File: src/rtl/eep_pkg.sv
package eep_pkg;

  typedef enum logic [2:0] {
    ST_IDLE,
    ST_CTRL,
    ST_ADDR,
    ST_WDATA,
    ST_ACK_TX,
    ST_RDATA,
    ST_ACK_RX
  } eep_state_e;

endpackage

File: src/rtl/eep_bus_sync.sv
module eep_bus_sync #(
  parameter int STAGES = 2
) (
  input  logic clk,
  input  logic rst_n,
  input  logic clk_line_i,
  input  logic dat_line_i,
  output logic clk_s_o,
  output logic dat_s_o,
  output logic clk_rise_o,
  output logic clk_fall_o,
  output logic start_o,
  output logic stop_o
);

  localparam int LINES = 2;

  logic [LINES-1:0] raw;
  logic [LINES-1:0] synced;
  logic [LINES-1:0] prev;

  assign raw = {dat_line_i, clk_line_i};

  // one synchronizer chain per bus line; idle bus level is high
  for (genvar g = 0; g < LINES; g++) begin : g_line
    logic [STAGES-1:0] chain;
    always_ff @(posedge clk or negedge rst_n) begin
      if (!rst_n) begin
        chain   <= '1;
        prev[g] <= 1'b1;
      end else begin
        chain   <= {chain[STAGES-2:0], raw[g]};
        prev[g] <= chain[STAGES-1];
      end
    end
    assign synced[g] = chain[STAGES-1];
  end

  assign clk_s_o    = synced[0];
  assign dat_s_o    = synced[1];
  assign clk_rise_o = synced[0] & ~prev[0];
  assign clk_fall_o = ~synced[0] & prev[0];
  assign start_o    = synced[0] & prev[0] & prev[1] & ~synced[1];
  assign stop_o     = synced[0] & prev[0] & ~prev[1] & synced[1];

endmodule

File: src/rtl/eep_mem_array.sv
module eep_mem_array #(
  parameter int ADDR_W = 8,
  parameter int DATA_W = 8
) (
  input  logic              clk,
  input  logic              we_i,
  input  logic [ADDR_W-1:0] waddr_i,
  input  logic [DATA_W-1:0] wdata_i,
  input  logic [ADDR_W-1:0] raddr_i,
  output logic [DATA_W-1:0] rdata_o
);

  localparam int DEPTH = 1 << ADDR_W;

  logic [DATA_W-1:0] cells [DEPTH];

  always_ff @(posedge clk) begin
    if (we_i) cells[waddr_i] <= wdata_i;
  end

  assign rdata_o = cells[raddr_i];

endmodule

File: src/rtl/serial_eeprom_slave.sv
module serial_eeprom_slave
  import eep_pkg::*;
#(
  parameter int         ADDR_W   = 8,
  parameter int         PAGE_W   = 4,
  parameter int         SEL_W    = 3,
  parameter int         SYNC_N   = 2,
  parameter logic [3:0] DEV_TYPE = 4'b1010
) (
  input  logic             clk,
  input  logic             rst_n,
  input  logic             bus_clk_i,
  input  logic             bus_dat_i,
  output logic             bus_dat_oe_o,
  input  logic [SEL_W-1:0] sel_strap_i
);

  localparam int DATA_W = 8;
  localparam int CNT_W  = $clog2(DATA_W + 1);
  localparam int IDX_W  = $clog2(DATA_W);

  // pointer step while storing: wrap inside the page
  function automatic logic [ADDR_W-1:0] page_step(input logic [ADDR_W-1:0] a);
    logic [PAGE_W-1:0] lo;
    lo = a[PAGE_W-1:0] + PAGE_W'(1);
    return {a[ADDR_W-1:PAGE_W], lo};
  endfunction

  // pointer step while reading: wrap at array top
  function automatic logic [ADDR_W-1:0] seq_step(input logic [ADDR_W-1:0] a);
    return a + ADDR_W'(1);
  endfunction

  function automatic logic ctrl_hit(input logic [DATA_W-1:0] b,
                                    input logic [SEL_W-1:0]  s);
    return (b[DATA_W-1:DATA_W-4] == DEV_TYPE) && (b[SEL_W:1] == s);
  endfunction

  // bus line events
  logic scl_s, sda_s, scl_rise, scl_fall, start_det, stop_det;

  eep_bus_sync #(.STAGES(SYNC_N)) u_sync (
    .clk        (clk),
    .rst_n      (rst_n),
    .clk_line_i (bus_clk_i),
    .dat_line_i (bus_dat_i),
    .clk_s_o    (scl_s),
    .dat_s_o    (sda_s),
    .clk_rise_o (scl_rise),
    .clk_fall_o (scl_fall),
    .start_o    (start_det),
    .stop_o     (stop_det)
  );

  eep_state_e        st, after_ack;
  logic [CNT_W-1:0]  bitcnt;
  logic [DATA_W-1:0] shreg, txreg;
  logic [ADDR_W-1:0] ptr;
  logic              oe, mack;
  logic [DATA_W-1:0] rd_data;

  // named internal events
  logic              receiving, byte_full, byte_end, ctrl_ok;
  logic              wr_en, tx_done, tx_load, ctrl_reject, nack_end;
  logic [IDX_W-1:0]  tx_idx;

  assign receiving   = (st == ST_CTRL) || (st == ST_ADDR) || (st == ST_WDATA);
  assign byte_full   = (bitcnt == CNT_W'(DATA_W));
  assign byte_end    = receiving && scl_fall && byte_full;
  assign ctrl_ok     = ctrl_hit(shreg, sel_strap_i);
  assign ctrl_reject = byte_end && (st == ST_CTRL) && !ctrl_ok;
  assign wr_en       = byte_end && (st == ST_WDATA);
  assign tx_done     = (st == ST_RDATA) && scl_fall && byte_full;
  assign tx_load     = scl_fall &&
                       (((st == ST_ACK_TX) && (after_ack == ST_RDATA)) ||
                        ((st == ST_ACK_RX) && mack));
  assign nack_end    = (st == ST_ACK_RX) && scl_fall && !mack;
  assign tx_idx      = IDX_W'(DATA_W - 1) - IDX_W'(bitcnt);

  eep_mem_array #(.ADDR_W(ADDR_W), .DATA_W(DATA_W)) u_mem (
    .clk     (clk),
    .we_i    (wr_en),
    .waddr_i (ptr),
    .wdata_i (shreg),
    .raddr_i (ptr),
    .rdata_o (rd_data)
  );

  always_ff @(posedge clk or negedge rst_n) begin
    if (!rst_n) begin
      st        <= ST_IDLE;
      after_ack <= ST_IDLE;
      bitcnt    <= '0;
      shreg     <= '0;
      txreg     <= '0;
      ptr       <= '0;
      oe        <= 1'b0;
      mack      <= 1'b0;
    end else if (start_det) begin
      st     <= ST_CTRL;
      bitcnt <= '0;
      oe     <= 1'b0;
    end else if (stop_det) begin
      st     <= ST_IDLE;
      bitcnt <= '0;
      oe     <= 1'b0;
    end else if (tx_load) begin
      txreg  <= rd_data;
      oe     <= ~rd_data[DATA_W-1];
      bitcnt <= '0;
      st     <= ST_RDATA;
    end else begin
      unique case (st)
        ST_CTRL, ST_ADDR, ST_WDATA: begin
          if (scl_rise && !byte_full) begin
            shreg  <= {shreg[DATA_W-2:0], sda_s};
            bitcnt <= bitcnt + CNT_W'(1);
          end else if (byte_end) begin
            bitcnt <= '0;
            if (st == ST_CTRL) begin
              if (ctrl_ok) begin
                oe        <= 1'b1;
                st        <= ST_ACK_TX;
                after_ack <= shreg[0] ? ST_RDATA : ST_ADDR;
              end else begin
                st <= ST_IDLE;
              end
            end else if (st == ST_ADDR) begin
              ptr       <= shreg[ADDR_W-1:0];
              oe        <= 1'b1;
              st        <= ST_ACK_TX;
              after_ack <= ST_WDATA;
            end else begin
              ptr       <= page_step(ptr);
              oe        <= 1'b1;
              st        <= ST_ACK_TX;
              after_ack <= ST_WDATA;
            end
          end
        end
        ST_ACK_TX: begin
          if (scl_fall) begin
            oe     <= 1'b0;
            bitcnt <= '0;
            st     <= after_ack;
          end
        end
        ST_RDATA: begin
          if (scl_rise) begin
            bitcnt <= bitcnt + CNT_W'(1);
          end else if (tx_done) begin
            oe  <= 1'b0;
            ptr <= seq_step(ptr);
            st  <= ST_ACK_RX;
          end else if (scl_fall) begin
            oe <= ~txreg[tx_idx];
          end
        end
        ST_ACK_RX: begin
          if (scl_rise) begin
            mack <= ~sda_s;
          end else if (nack_end) begin
            st <= ST_IDLE;
          end
        end
        default: ;
      endcase
    end
  end

  assign bus_dat_oe_o = oe;


  start_restart_chk: assert property (@(posedge clk) disable iff (!rst_n)
    start_det |=> (st == ST_CTRL) && (bitcnt == '0) && !oe);


  stop_idle_chk: assert property (@(posedge clk) disable iff (!rst_n)
    stop_det |=> (st == ST_IDLE) && !oe);


  ctrl_reject_chk: assert property (@(posedge clk) disable iff (!rst_n)
    ctrl_reject |=> (st == ST_IDLE) && !oe);


  idle_quiet_chk: assert property (@(posedge clk) disable iff (!rst_n)
    (st == ST_IDLE) |-> !oe);


  data_ack_chk: assert property (@(posedge clk) disable iff (!rst_n)
    wr_en |=> oe && (st == ST_ACK_TX));


  page_hold_chk: assert property (@(posedge clk) disable iff (!rst_n)
    wr_en |=> (ptr[ADDR_W-1:PAGE_W] == $past(ptr[ADDR_W-1:PAGE_W])));


  top_wrap_chk: assert property (@(posedge clk) disable iff (!rst_n)
    (tx_done && (ptr == {ADDR_W{1'b1}})) |=> (ptr == '0));


  nack_release_chk: assert property (@(posedge clk) disable iff (!rst_n)
    nack_end |=> !oe && (st == ST_IDLE));


  low_only_chk: assert property (@(posedge clk) disable iff (!rst_n)
    (scl_s && $past(scl_s)) |-> $stable(oe));

endmodule

File: config.mk
export PLATFORM = sky130hd
export DESIGN_NAME = serial_eeprom_slave
export DESIGN_NICKNAME = d
export VERILOG_FILES = /design/src/rtl/eep_pkg.sv /design/src/rtl/eep_bus_sync.sv /design/src/rtl/eep_mem_array.sv /design/src/rtl/serial_eeprom_slave.sv
export SDC_FILE = /design/constraint.sdc
export NUM_CORES = 2
export LEC_CHECK = 0
export BUFFER_PORTS_ARGS = -buffer_cell sky130_fd_sc_hd__buf_2
export CORE_MARGIN = 2
export CORE_UTILIZATION = 65
export CTS_BUF_LIST = sky130_fd_sc_hd__clkbuf_4 sky130_fd_sc_hd__clkbuf_8 sky130_fd_sc_hd__clkbuf_16
export CTS_CLUSTER_DIAMETER = 120
export DETAILED_ROUTE_END_ITERATION = 12
export PLACE_DENSITY = 0.81
export SYNTH_ARGS = -nofsm -noshare
export SYNTH_HDL_FRONTEND = slang
export SYNTH_SLANG_ARGS = --single-unit
File: constraint.sdc
create_clock -name clk -period 13.14 [get_ports clk]
set_clock_uncertainty 0.15 [all_clocks]
set_input_delay 0.657 -clock clk [delete_from_list [all_inputs] [get_ports clk]]
set_output_delay 0.657 -clock clk [all_outputs]
set_load 0.01 [all_outputs]
==> metrics.yaml <==
status: "finished clean"
gr-total-overflow: 0
post-route-period-util_pct: 45.59
dp.final_hpwl_um: 116000
syn_area_mm2: 0.08116
power_frac_clock_pct: 39.1
mappedNetlistNets: 3748
seq_power_share_pct: 56.2
dieArea_mm2: 0.1277
totalWireLength_um: 220700
dr_total_vias: 42660
clock-sinks: 2090
fin_area_mm2: 0.08929
finalNetCount: 3803
final_hold_viol_count: 0
antenna_found_initial: 10
post_cts_buffers: 0
yosys.area.top_type: "edfxtp_1"
cts_tree: "yes"
fin_hold_ws_ps: 232.6
synth_edf_count: 2048
r2r_slack_ps: 7150
path_clk_slew_ps: 70
p_leak_nw: 26.49
worstReg2RegStart: "ptr[0]"
numCtsBuffers: 196
critPathCapture: "bus_dat_oe_o"
cp-end-kind: "flop"
power_mw: 14.60
grtUsageTotal_pct: 35.41
critPathLaunchType: "flop"
peakVddDrop_v: 0.0001567
synth_warnings: 0
final_util_pct: 72.13
synthSimpleGateAreaFrac_pct: 2.561
rsz0062_at_grt: "no"
synth_ff_type: "edfxtp_1"
avgViaCountPerCell: 7.624
maxCapViolations: 0
synth_area_leaders: "edfxtp_1 76%, mux4_2 16%, nor2_1 1.3%, dfrtp_1 1.1%, a22oi_1 1.0%"
synth_top_family_by_area: "multiplexers"
switching_share_pct: 22.80
synth_fa_ha_area_share_pct: 0.09249
setup_ws_ps: 7149
finalNonFillerCells: 5595
startpoint: "ptr[0]"
grt_pass1_wl_um: 314200
coreArea_mm2: 0.1238
die_h_um: 357.4
ys_ff_latch: 2090
grt_pass1_vias: 42620
ys_async_sr_fraction_pct: 2.010
ant_nets: 0
maxSlewViolCount: 0
row_count: 129
grt_max_degree: 203
place_congestion: 0.9116
firstDrtPassIters: 9
path_common_cell: "buf_4"
slowest_stage: "dfrtp_4"
portBuffers: 7
setup_viol: 0
synth_top_area_share_pct: 75.77
route.detailed.drc: 0
worst_pin_slew_ps: 1359
cp.arrival_ps: 6620
hold_start: "u_sync.g_line[1].chain[0]"
placed_cells: 5226
p_sw_mw: 3.328
yosysUniqueCellTypes: 64
power.internal_mw: 11.27
fin_setup_tns_ps: 0
max_slew_margin_pct: 9.047
ios: 8
fillers: 6317
cp_cell_sequence: "buf_4, buf_4, buf_4, mux4_2, mux2i_1, o22ai_1, nor4_1, o32ai_1, o41ai_1, a41o_1"
synth_xor_area_share_pct: 0.04316
initial_core_util_pct: 65.56
area_delta_synth_final_pct: 10.02
hold_class: "flop to flop"
muxShareOfSynthArea_pct: 16.33
h-tree-depth: 4
drt_iter0_markers: 8363
synth_compound_gate_area_share_pct: 2.460
reg2regPathDepth: 10
p_per_area_mw_per_mm2: 163.5
place_area_mm2: 0.08284
cp_data_required_time_ps: 13770
clk_latency_ps: 850
power_frac_comb_pct: 4.7
seq_area_frac_synth_pct: 77.08
avgSynthCellArea_um2: 21.73
fmaxAchievable_ghz: 0.1669
min_period_ps: 5991
drive_above_1_share_pct: 25.80
cts_root_buf: "clkbuf_16"
cts_buffer_depth: 3
path_max_fanout: 52
worst_r2r_endpoint: "bus_dat_oe_o"
synthesis.instances: 3735
max_stage_delay_ps: 960
dpl_worst_slack_ps: 7338
critPathKind: "flop to flop"
detail_route.wl_per_cell_um: 39.45
die_w_um: 357.4
-- worst max-delay path, delay by kind of cell (launching register included) --
kind / cells / cell delay [ps]
flip-flops: 1 / 960
AND/OR/NAND/NOR: 1 / 350
multiplexers: 2 / 1050
buffers and inverters: 3 / 2460
AO/OA/AOI/OAI: 4 / 780
-- cells in the mapped netlist, types with 19 or more instances --
library cell / instances
edfxtp_1: 2048
mux4_2: 563
nor2_1: 284
a22oi_1: 113
clkbuf_1: 105
nand2_1: 82
a21oi_1: 71
buf_2: 54
mux2i_1: 39
dfrtp_1: 36
buf_4: 32
o21ai_0: 29
nor2b_1: 21
buf_1: 20
nor3_1: 20
nand3_1: 19
-- final cells by class --
cell class / count / area [um^2] / share of cell area (%)
clock inverter: 102 / 1015 / 1.136
clock buffer: 259 / 5396 / 6.043
antenna: 5 / 12.51 / 0.01401
multi-input combinational: 1409 / 17500 / 19.60
sequential: 2090 / 62600 / 70.11
timing repair buffer: 81 / 670.6 / 0.7510
tap: 1637 / 2048 / 2.294
inverter: 12 / 45.04 / 0.05044
-- state kept, by name (all words and copies together) (netlist names) --
register,cells
bitcnt,4
bus_dat_oe_o,1
u_sync.prev,2
st,3
mack,1
u_mem.cells,2048
shreg,8
txreg,8
ptr,8
u_sync.g_line.chain,4
after_ack,3
-- power groups by stage --
stage               Clock [mW]  Sequential [mW]  Combinational (mW)
finish                    5.70             8.21               0.688
global route              5.91             8.22               0.733
global placement             0             8.31               0.621
floorplan                    0             8.58               0.132
CTS                       5.70             8.19               0.664
detailed placement           0             8.33               0.660
-- per-layer routing --
layer	up-vias	track usage, %	part of all wire (%)
li1	15780	-	-
met1	21800	47.20	33
met2	4160	52.96	46
met3	902	11.14	14
met4	10	19.69	6.8
met5	-	0	0.026
-- worst min-delay path by stage --
stage / end / slack (ps) / cells after the start
final: u_sync.g_line[1].chain[1] / 230 / 0
after global routing: u_sync.g_line[1].chain[1] / 230 / 0
after CTS: u_sync.g_line[1].chain[1] / 220 / 0
after detailed placement: u_sync.g_line[1].chain[1] / 210 / 0
after global placement: u_sync.g_line[1].chain[1] / 210 / 0
after floorplan: u_sync.g_line[0].chain[1] / 200 / 0
-- logic make-up (layout without fill, tap and decap cells) --
kind of cell	Yosys count	in the layout
buf+inv	236	454
flops	2090	2090
simple gates	482	482
fa+ha+maj	6	6
other cells	0	5
xor+xnor	4	4
mux	618	618
compound gates	299	299
-- repair_timing --
item | 4_1_cts | 5_1_grt
hold endpoints to repair | 38 | 0
gates resized for setup | 0 | 0
hold buffers | 3 | 0
-- layout by cell type, fill, tap and decap left out, drive strengths merged, types with 6 or more instances in the layout --
| cell | instances |
|---|---|
| nand2b | 8 |
| mux2i | 39 |
| clkbuf | 259 |
| nor2b | 21 |
| and2 | 6 |
| edfxtp | 2048 |
| mux2 | 16 |
| nand3b | 7 |
| o21ai | 33 |
| bufinv | 15 |
| ha | 6 |
| a211oi | 11 |
| nor4 | 16 |
| a22oi | 113 |
| dfstp | 6 |
| nand3 | 19 |
| inv | 20 |
| clkinv | 76 |
| nor3 | 20 |
| buf | 78 |
| a21oi | 71 |
| a31oi | 12 |
| nor2 | 284 |
| nand2 | 82 |
| o22ai | 14 |
| dfrtp | 36 |
| mux4 | 563 |
Note: power is estimated with default switching activity, not from simulation.
